[config.mk]
export PLATFORM = sky130hd
export DESIGN_NAME = bcd_adjust_unit
export DESIGN_NICKNAME = d
export VERILOG_FILES = /design/src/rtl/bcd_adjust_pkg.sv /design/src/rtl/bcd_adjust_seq.sv /design/src/rtl/bcd_adjust_decode.sv /design/src/rtl/bcd_adjust_chain.sv /design/src/rtl/bcd_adjust_unit.sv
export SDC_FILE = /design/constraint.sdc
export NUM_CORES = 1
export LEC_CHECK = 0
export ABC_AREA = 1
export BUFFER_PORTS_ARGS = -buffer_cell sky130_fd_sc_hd__buf_2
export CORE_ASPECT_RATIO = 0.8
export CORE_UTILIZATION = 49
export CTS_CLUSTER_DIAMETER = 120
export DETAILED_ROUTE_END_ITERATION = 8
export HOLD_SLACK_MARGIN = 0.02
export PLACE_DENSITY = 0.74
export REMOVE_ABC_BUFFERS = 1
export SLEW_MARGIN = 15
export SYNTH_ARGS = -nofsm -noshare
export SYNTH_HDL_FRONTEND = slang
export SYNTH_SLANG_ARGS = --single-unit
[constraint.sdc]
create_clock -name clk -period 1.8 [get_ports clk]
set_input_delay 0.45 -clock clk [delete_from_list [all_inputs] [get_ports clk]]
set_output_delay 0.45 -clock clk [all_outputs]
set_load 0.1 [all_outputs]
[src/rtl/bcd_adjust_pkg.sv]
package bcd_adjust_pkg;

    // Execution phases of one adjust instruction
    typedef enum logic [2:0] {
        PH_IDLE    = 3'd0,
        PH_DECODE  = 3'd1,
        PH_FETCH   = 3'd2,
        PH_COMPUTE = 3'd3,
        PH_COMMIT  = 3'd4
    } phase_t;

    // The single instruction word this unit executes
    localparam logic [15:0] ADJ_OPCODE = 16'h0007;

    // Largest value a decimal digit may hold
    localparam logic [4:0] DIGIT_MAX = 5'd9;

    // Correction added to a digit that overflowed its decimal range
    localparam logic [4:0] DIGIT_FIX = 5'd6;

endpackage

[src/rtl/bcd_adjust_seq.sv]
module bcd_adjust_seq
    import bcd_adjust_pkg::*;
(
    input  logic   clk,
    input  logic   rst_n,
    input  logic   start,
    output phase_t phase,
    output logic   busy,
    output logic   en_decode,
    output logic   en_fetch,
    output logic   en_compute,
    output logic   en_commit
);

    phase_t phase_nxt;

    // State register
    always_ff @(posedge clk or negedge rst_n) begin
        if (!rst_n) begin
            phase <= PH_IDLE;
        end else begin
            phase <= phase_nxt;
        end
    end

    // Transitions
    always_comb begin
        phase_nxt = PH_IDLE;
        unique case (phase)
            PH_IDLE:    phase_nxt = start ? PH_DECODE : PH_IDLE;
            PH_DECODE:  phase_nxt = PH_FETCH;
            PH_FETCH:   phase_nxt = PH_COMPUTE;
            PH_COMPUTE: phase_nxt = PH_COMMIT;
            PH_COMMIT:  phase_nxt = PH_IDLE;
            default:    phase_nxt = PH_IDLE;
        endcase
    end

    // Phase-decoded enables
    always_comb begin
        busy       = 1'b1;
        en_decode  = 1'b0;
        en_fetch   = 1'b0;
        en_compute = 1'b0;
        en_commit  = 1'b0;
        unique case (phase)
            PH_IDLE:    busy       = 1'b0;
            PH_DECODE:  en_decode  = 1'b1;
            PH_FETCH:   en_fetch   = 1'b1;
            PH_COMPUTE: en_compute = 1'b1;
            PH_COMMIT:  en_commit  = 1'b1;
            default:    busy       = 1'b0;
        endcase
    end

    // every commit phase is followed by idle
    a_r6_commit_to_idle: assert property (@(posedge clk) disable iff (!rst_n)
        (phase == PH_COMMIT) |=> (phase == PH_IDLE));

    // a running instruction never restarts decode
    a_r8_no_restart: assert property (@(posedge clk) disable iff (!rst_n)
        (phase != PH_IDLE) |=> (phase != PH_DECODE));

    // decode always leads to fetch
    a_r6_decode_to_fetch: assert property (@(posedge clk) disable iff (!rst_n)
        (phase == PH_DECODE) |=> (phase == PH_FETCH));

endmodule

[src/rtl/bcd_adjust_decode.sv]
module bcd_adjust_decode
    import bcd_adjust_pkg::*;
#(
    parameter int OPW = 16
) (
    input  logic [OPW-1:0] word,
    output logic           hit
);

    localparam logic [OPW-1:0] MATCH_WORD = OPW'(ADJ_OPCODE);

    // only the exact adjust word is a match
    always_comb begin
        hit = (word == MATCH_WORD);
    end

endmodule

[src/rtl/bcd_adjust_chain.sv]
module bcd_adjust_chain
    import bcd_adjust_pkg::*;
#(
    parameter int DIGITS = 2,
    localparam int W = 4 * DIGITS
) (
    input  logic [W-1:0] value,
    input  logic         low_force,
    input  logic         high_force,
    output logic [W-1:0] adjusted,
    output logic         carry_out
);

    logic [DIGITS:0] cy;

    assign cy[0] = 1'b0;

    for (genvar i = 0; i < DIGITS; i++) begin : g_digit
        logic [4:0] sum;
        logic [4:0] fixed;
        logic       force_fix;

        if (i == 0) begin : g_low
            // lowest digit is forced by the half-carry flag
            if (DIGITS == 1) begin : g_single
                assign force_fix = low_force | high_force;
            end else begin : g_multi
                assign force_fix = low_force;
            end
        end else if (i == DIGITS - 1) begin : g_high
            // top digit is forced by the carry flag
            assign force_fix = high_force;
        end else begin : g_mid
            assign force_fix = 1'b0;
        end

        always_comb begin
            sum   = {1'b0, value[4*i +: 4]} + {4'b0000, cy[i]};
            fixed = ((sum > DIGIT_MAX) || force_fix) ? (sum + DIGIT_FIX) : sum;
        end

        assign adjusted[4*i +: 4] = fixed[3:0];
        assign cy[i+1]            = fixed[4];
    end

    assign carry_out = cy[DIGITS];

endmodule

[src/rtl/bcd_adjust_unit.sv]
module bcd_adjust_unit
    import bcd_adjust_pkg::*;
#(
    parameter int DIGITS = 2,
    parameter int OPW    = 16
) (
    input  logic                  clk,
    input  logic                  rst_n,
    input  logic                  instr_strobe,
    input  logic [OPW-1:0]        instr_word,
    input  logic [4*DIGITS-1:0]   acc_in,
    input  logic                  half_carry_in,
    input  logic                  carry_in,
    output logic [4*DIGITS-1:0]   acc_out,
    output logic                  carry_out
    ,
    output logic                  busy
);

    localparam int W = 4 * DIGITS;

    phase_t         phase;
    logic           en_decode;
    logic           en_fetch;
    logic           en_compute;
    logic           en_commit;
    logic           accept;

    logic [OPW-1:0] op_q;
    logic           hit_now;
    logic           hit_q;
    logic [W-1:0]   w_q;
    logic           dc_q;
    logic           c_q;
    logic [W-1:0]   adj_w;
    logic           adj_cy;
    logic [W-1:0]   res_q;
    logic           res_c_q;

    assign accept = instr_strobe & ~busy;

    bcd_adjust_seq u_seq (
        .clk        (clk),
        .rst_n      (rst_n),
        .start      (instr_strobe),
        .phase      (phase),
        .busy       (busy),
        .en_decode  (en_decode),
        .en_fetch   (en_fetch),
        .en_compute (en_compute),
        .en_commit  (en_commit)
    );

    bcd_adjust_decode #(.OPW(OPW)) u_dec (
        .word (op_q),
        .hit  (hit_now)
    );

    bcd_adjust_chain #(.DIGITS(DIGITS)) u_chain (
        .value      (w_q),
        .low_force  (dc_q),
        .high_force (c_q),
        .adjusted   (adj_w),
        .carry_out  (adj_cy)
    );

    // Instruction capture and decode
    always_ff @(posedge clk or negedge rst_n) begin
        if (!rst_n) begin
            op_q  <= '0;
            hit_q <= 1'b0;
        end else begin
            if (accept) begin
                op_q <= instr_word;
            end
            if (en_decode) begin
                hit_q <= hit_now;
            end
        end
    end

    // operand fetch
    always_ff @(posedge clk or negedge rst_n) begin
        if (!rst_n) begin
            w_q  <= '0;
            dc_q <= 1'b0;
            c_q  <= 1'b0;
        end else if (en_fetch) begin
            w_q  <= acc_in;
            dc_q <= half_carry_in;
            c_q  <= carry_in;
        end
    end

    // Compute phase result register
    always_ff @(posedge clk or negedge rst_n) begin
        if (!rst_n) begin
            res_q   <= '0;
            res_c_q <= 1'b0;
        end else if (en_compute) begin
            res_q   <= adj_w;
            res_c_q <= adj_cy | c_q;   // carry is sticky
        end
    end

    // Commit to outputs
    always_ff @(posedge clk or negedge rst_n) begin
        if (!rst_n) begin
            acc_out   <= '0;
            carry_out <= 1'b0;
        end else if (en_commit && hit_q) begin
            acc_out   <= res_q;
            carry_out <= res_c_q;
        end
    end

    // outputs move only in a commit phase
    a_r9_hold_outside_commit: assert property (@(posedge clk) disable iff (!rst_n)
        !en_commit |=> ($stable(acc_out) && $stable(carry_out)));

    // a non-matching word leaves the outputs alone
    a_r5_nomatch_hold: assert property (@(posedge clk) disable iff (!rst_n)
        (en_commit && !hit_q) |=> ($stable(acc_out) && $stable(carry_out)));

    // an incoming carry survives to the output
    a_r4_carry_sticky: assert property (@(posedge clk) disable iff (!rst_n)
        (en_commit && hit_q && c_q) |=> carry_out);

    // operands are frozen outside the fetch phase
    a_r7_operand_hold: assert property (@(posedge clk) disable iff (!rst_n)
        !en_fetch |=> ($stable(w_q) && $stable(dc_q) && $stable(c_q)));

endmodule

### Word level (Yosys, flattened, before mapping)

Cells that the tools add are included.

| word-level totals | value |
|---|---|
| input port bits | 29 |
| register bits | 48 |

| operators by class | value |
|---|---|
| reductions and logical operators | 5 |
| magnitude comparators | 2 |
| add/subtract/negate cells | 3 |
| mux-type cells | 9 |
| bitwise gates (word level) | 3 |
| eq/ne operators | 5 |

Operator list:

| kind | number |
|---|---|
| $eq 16x3->1 const B | 1 |
| $pmux 3 s4 | 1 |
| $mux 5 | 2 |
| $eq 3x2->1 const B | 2 |
| $mux 1 | 6 |
| $add 4x1->5 | 1 |
| $add 4x3->5 const B | 1 |
| $add 5x3->5 const B | 1 |
| $gt 5x4->1 const B | 1 |
| $gt 4x4->1 const B | 1 |
| $reduce_or 4->1 | 1 |
| $eq 3x1->1 const B | 1 |
| $eq 3x3->1 const B | 1 |
| $logic_not 3->1 | 1 |
| $logic_or 1x1->1 | 2 |
| $and 1x1->1 | 1 |
| $logic_and 1x1->1 | 1 |
| $not 1->1 | 1 |
| $or 1x1->1 | 1 |

### Logic depth before layout (Yosys ltp)

| depth | value |
|---|---|
| word-level depth | 8 |
| depth in mapped cells | 16 |
| mapped depth without buffers | 16 |

### Modules after synthesis

A second synthesis with hierarchy kept.

| second synthesis, totals | value |
|---|---|
| cell total of the unflattened synthesis | 283 |
| area total of the unflattened synthesis | 2357.3 um2 |

By module, submodules not included:

| module | instances | seq. area each (um2) | cells an instance | area each (um2) |
|---|---|---|---|---|
| bcd_adjust_unit | 1 | 1126.1 | 185 | 1815.5 |
| bcd_adjust_chain | 1 | 0.0 | 51 | 287.8 |
| bcd_adjust_seq | 1 | 75.1 | 19 | 148.9 |
| bcd_adjust_decode | 1 | 0.0 | 28 | 105.1 |

### Least setup slack after synthesis

Ideal clock, no wire load.

| timing | value |
|---|---|
| path type | reg2reg |
| start | register w_q[2] |
| end | register res_q[5] |
| required time | 1.683 ns |
| data arrival time | 1.744 ns |
| clock period less this slack | 1.862 ns |
| setup time | 0.117 ns |
| setup slack | -0.062 ns |
| stages on the path, launching flop included | 15 |
| cell sequence | dfrtp_1 -> o21ai_1 -> inv_1 -> ha_1 -> nand3_1 -> nand2_1 -> ha_1 -> inv_1 -> nor2_1 -> nor2_1 -> nand2_1 -> nand2_1 -> nand2_1 -> nand3_1 -> nand2_1 |

| on the way | value |
|---|---|
| word-level cells in the longest chain between the ends | 7 |
| elaborated cells on any way between the ends | 9 |
| those cells by class | 3 x add/sub; 2 x order compare; 2 x mux; 2 x reduce/logical |

RTL lines:

| item | line | text |
|---|---|---|
| from (decl) | bcd_adjust_unit.sv:32 | `logic [W-1:0] w_q;` |
| from (signal assigned) | bcd_adjust_unit.sv:89 | `w_q <= acc_in;` |
| $gt 4x4->1 | bcd_adjust_chain.sv:39 | `fixed = ((sum > DIGIT_MAX) \|\| force_fix) ? (sum + DIGIT_FIX) : sum;` |
| $logic_or 1x1->1 | bcd_adjust_chain.sv:39 |  |
| $mux 5 * | bcd_adjust_chain.sv:39 |  |
| $add 4x1->5 * | bcd_adjust_chain.sv:38 | `sum = {1'b0, value[4*i +: 4]} + {4'b0000, cy[i]};` |
| $gt 5x4->1 | bcd_adjust_chain.sv:39 |  |
| $logic_or 1x1->1 | bcd_adjust_chain.sv:39 |  |
| $mux 5 * | bcd_adjust_chain.sv:39 |  |
| to (signal assigned) | bcd_adjust_unit.sv:101 | `res_q <= adj_w;` |
| to (decl) | bcd_adjust_unit.sv:37 | `logic [W-1:0] res_q;` |

Every way passes the cells marked *; elsewhere a longest branch is shown, timed or not.
A chain may end at the register's enable or synchronous reset.

### Worst setup path in the final report

| timing | value |
|---|---|
| start | register w_q[2] |
| end | register res_q[7] |

Same word-level chain as after synthesis.

==> results.md <==
- Most frequent cell after synthesis: nand2_1
- CTS buffer count: 5
- Filler Cell Count: 355
- Dominant cell type by area after synthesis: dfrtp_1
- Die area: ~4700 µm²
- DRC: 0
- TritonCTS clock tree: done
- Initial DRC count: around 140
- Setup tns final: -0.169 ns
- Num rows: 21
- Clock latency at the later pin of the worst-skew pair: 0.30 ns
- Cells after synthesis: 235
- Post-Synth Adder-Cell Area: 2.31%
- Fin. max-slew vios: 0
- Share of layout cells above drive strength 1: between 30% and 40%
- Die Wd: about 76 µm
- Synth cell types: 27
- Final setup viols: 4
- Lkg Pwr: 1.51 nW
- H-tree levels: 2
- Wire per inst: 13.1 µm
- Simple-Gate Fraction of Synth Area: approximately 22%
- Crit path required time: 2.00 ns
- RSZ-0062 raised after global routing: yes
- Main flop type after synthesis: dfrtp_1
- R2r worst-path depth: 14
- Pre-CTS WS: -0.183 ns
- Fmax: 0.536 GHz
- CP Capture Type: flop
- Sink Count: 48
- Vias in the first global route: ~1500
- XOR/XNOR Fraction of Synth Area: 1.21%
- Setup crit start kind: flop
- Avg Inst Size Synth: 9.21 µm²
- Hpwl dp: 2870 µm
- EDFF count, synth: 0
- Final Wtd Congestion: ~0.84
- Tot Pwr: 5.70 mW
- Initial core utilization: 51.5%
- Top cell type's share of synthesized area: between 50% and 60%
- Compound-gate portion of the synthesized area: 7.46%
- Hold Buf Count CTS: 0
- Critical Path AT: 2.06 ns
- Antenna diode count: 0
- Multi-input logic area: 962 µm²
- Period utilization: 104%
- Layout Cells excl Fill: between 300 and 400
- Max Cap Violations: 0
- Seq cells post-synth: 48
- Largest cells by area after synthesis: dfrtp_1 55%, nand2_1 10%, inv_1 4.5%
- Cell Pwr Density: 1990 nW/µm²
- Root Driver: clkbuf_8
- R2R setup slack: -0.07 ns
- Register Area: 1200 µm²
- Worst flop-to-flop path endpoint: res_q[7]
- Register area share after synthesis: between 50 and 60%
- Least-Margin Pin Slew: just under 0.5 ns
- Status: finished with violations
- Global-route wire length before repair: 6870 µm
- RR Startpoint: w_q[2]
- I/O pins: 39
- Clock Skew: 0.00232 ns
- Final hold violations: 0
- CP Class: reg -> reg
- Grt total ovfl: 0
- DR vias: 1757
- Total track usage: 19.4%
- Area Overhead vs Synth: 32.1%
- Hold Path Class: in -> async
- Final wirelength: around 4600 µm
- Post-synth top cells: 60 x nand2_1, 48 x dfrtp_1, 26 x inv_1, 17 x nand3_1, 16 x nor2_1
- Vias per cell: 5.01
- Initial antenna violation count: 0
- Maximum clock path buffer count: 2
- Core area: 4200 µm²
- Synth async-reset ratio: 100%
- Max-slew headroom: a little under 70%
- Post-synthesis cell area: 2160 µm²
- Post-placement cell area: 2510 µm²
- Combinational family with the most area after synthesis: simple AND/OR/NAND/NOR gates
- Die height: 61.4 µm
- Minimum clock period: roughly 1.9 ns
- Remaining antenna violation count: 0
- Multiplexer area fraction after synthesis: between 4 and 5%
- Failing checks: negative setup slack
- Largest net degree at the start of global routing: 49
- Nets: 327
- Placed insts: 335
- CP max FO: 4
- Worst setup margin: -0.0653 ns
- Clk slew on worst S/H paths: 0.08 ns
- Peak VDD IR: 1.34 mV
- Input/output buffers: 38
- Final Instance Area: ~2900 µm²
- TritonRoute pass-1 iters: 4
- Ys Warns: 0
worst max-delay path by stage:
stage | slack, ns | from | to | cells after the start
after global routing | -0.15 | w_q[2] | res_q[7] | 16
after global placement | -0.09 | w_q[2] | res_q[5] | 14
after detailed placement | -0.18 | w_q[2] | res_q[5] | 14
after floorplan | -0.31 | u_seq.phase[1] | op_q[14] | 6
after CTS | -0.08 | u_seq.phase[1] | busy | 5
final | -0.07 | w_q[2] | res_q[7] | 14
cell families after synthesis:
logic type,Yosys count
AND/OR/NAND/NOR,109
flip-flops,48
buffers and inverters,35
AO/OA/AOI/OAI,28
multiplexers,8
adder cells (fa/ha/maj),4
XOR/XNOR,3
metrics by stage:
stage | util [%] | hold WS, ns
after CTS | 64.6 | 0.119
after global routing | 68.0 | 0.128
after global placement | 59.8 | 0.450
after detailed placement | 59.8 | 0.450
after floorplan | - | 0.154
final | 68.0 | 0.117
sequential cells by signal, indices dropped and copies added, names as in the netlist:
| register | cells |
|---|---|
| w_q | 8 |
| op_q | 16 |
| u_seq.phase | 3 |
| hit_q | 1 |
| res_c_q | 1 |
| c_q | 1 |
| carry_out | 1 |
| res_q | 8 |
| acc_out | 8 |
| dc_q | 1 |
per-layer routing:
| layer | wire length [µm] | track usage, % | vias up |
|---|---|---|---|
| met2 | 2290 | 31.0 | 55 |
| met1 | 2010 | 26.6 | 831 |
| met5 | 0 | 0 | - |
| li1 | - | - | 867 |
| met4 | 40 | 6.87 | 0 |
| met3 | 252 | 4.59 | 4 |
layout by cell type, fill, tap and decap left out, types with 6 or more instances in the layout:
master | Yosys | final
buf_4 | 0 | 19
inv_1 | 26 | 23
nand2_2 | 2 | 8
buf_2 | 2 | 37
nor2_1 | 16 | 12
nor2_2 | 3 | 6
a21oi_2 | 5 | 7
nand2_1 | 60 | 51
o21ai_1 | 7 | 6
nand3_1 | 17 | 12
dfrtp_1 | 48 | 46
a21oi_1 | 11 | 9
report_power, final:
group          total, mW  internal [mW]  switching (mW)
registers           1.81           1.50           0.301
logic               3.01           1.28            1.73
clock network      0.886          0.546           0.340
total               5.70           3.33            2.37
timing repair:
action,4_1_cts,5_1_grt
resized for setup,16,23
setup buffers,3,6
pin swaps,8,8
setup endpoints to repair,5,12
critical path, cell delays in order, from the launching register on:
cell	delay, ns
dfrtp_1	0.41
o21ai_2	0.18
inv_2	0.09
ha_4	0.18
nand3_4	0.07
nand2_4	0.07
ha_4	0.16
inv_2	0.05
nor2_2	0.03
nor2_2	0.15
nand2_4	0.10
nand3_1	0.11
nand2_1	0.07
nand2_1	0.05
nand2_1	0.04
layout make-up:
class / instances / share of cell area, %
multi-input cells: 152 / 33.7
clock buffers: 5 / 2.41
well taps: 57 / 2.49
repair buffers: 59 / 13.6
inverters: 28 / 3.68
clock inverters: 2 / 2.10
flip-flops and latches: 48 / 42.1
Note: power is estimated with default switching activity, not from simulation.
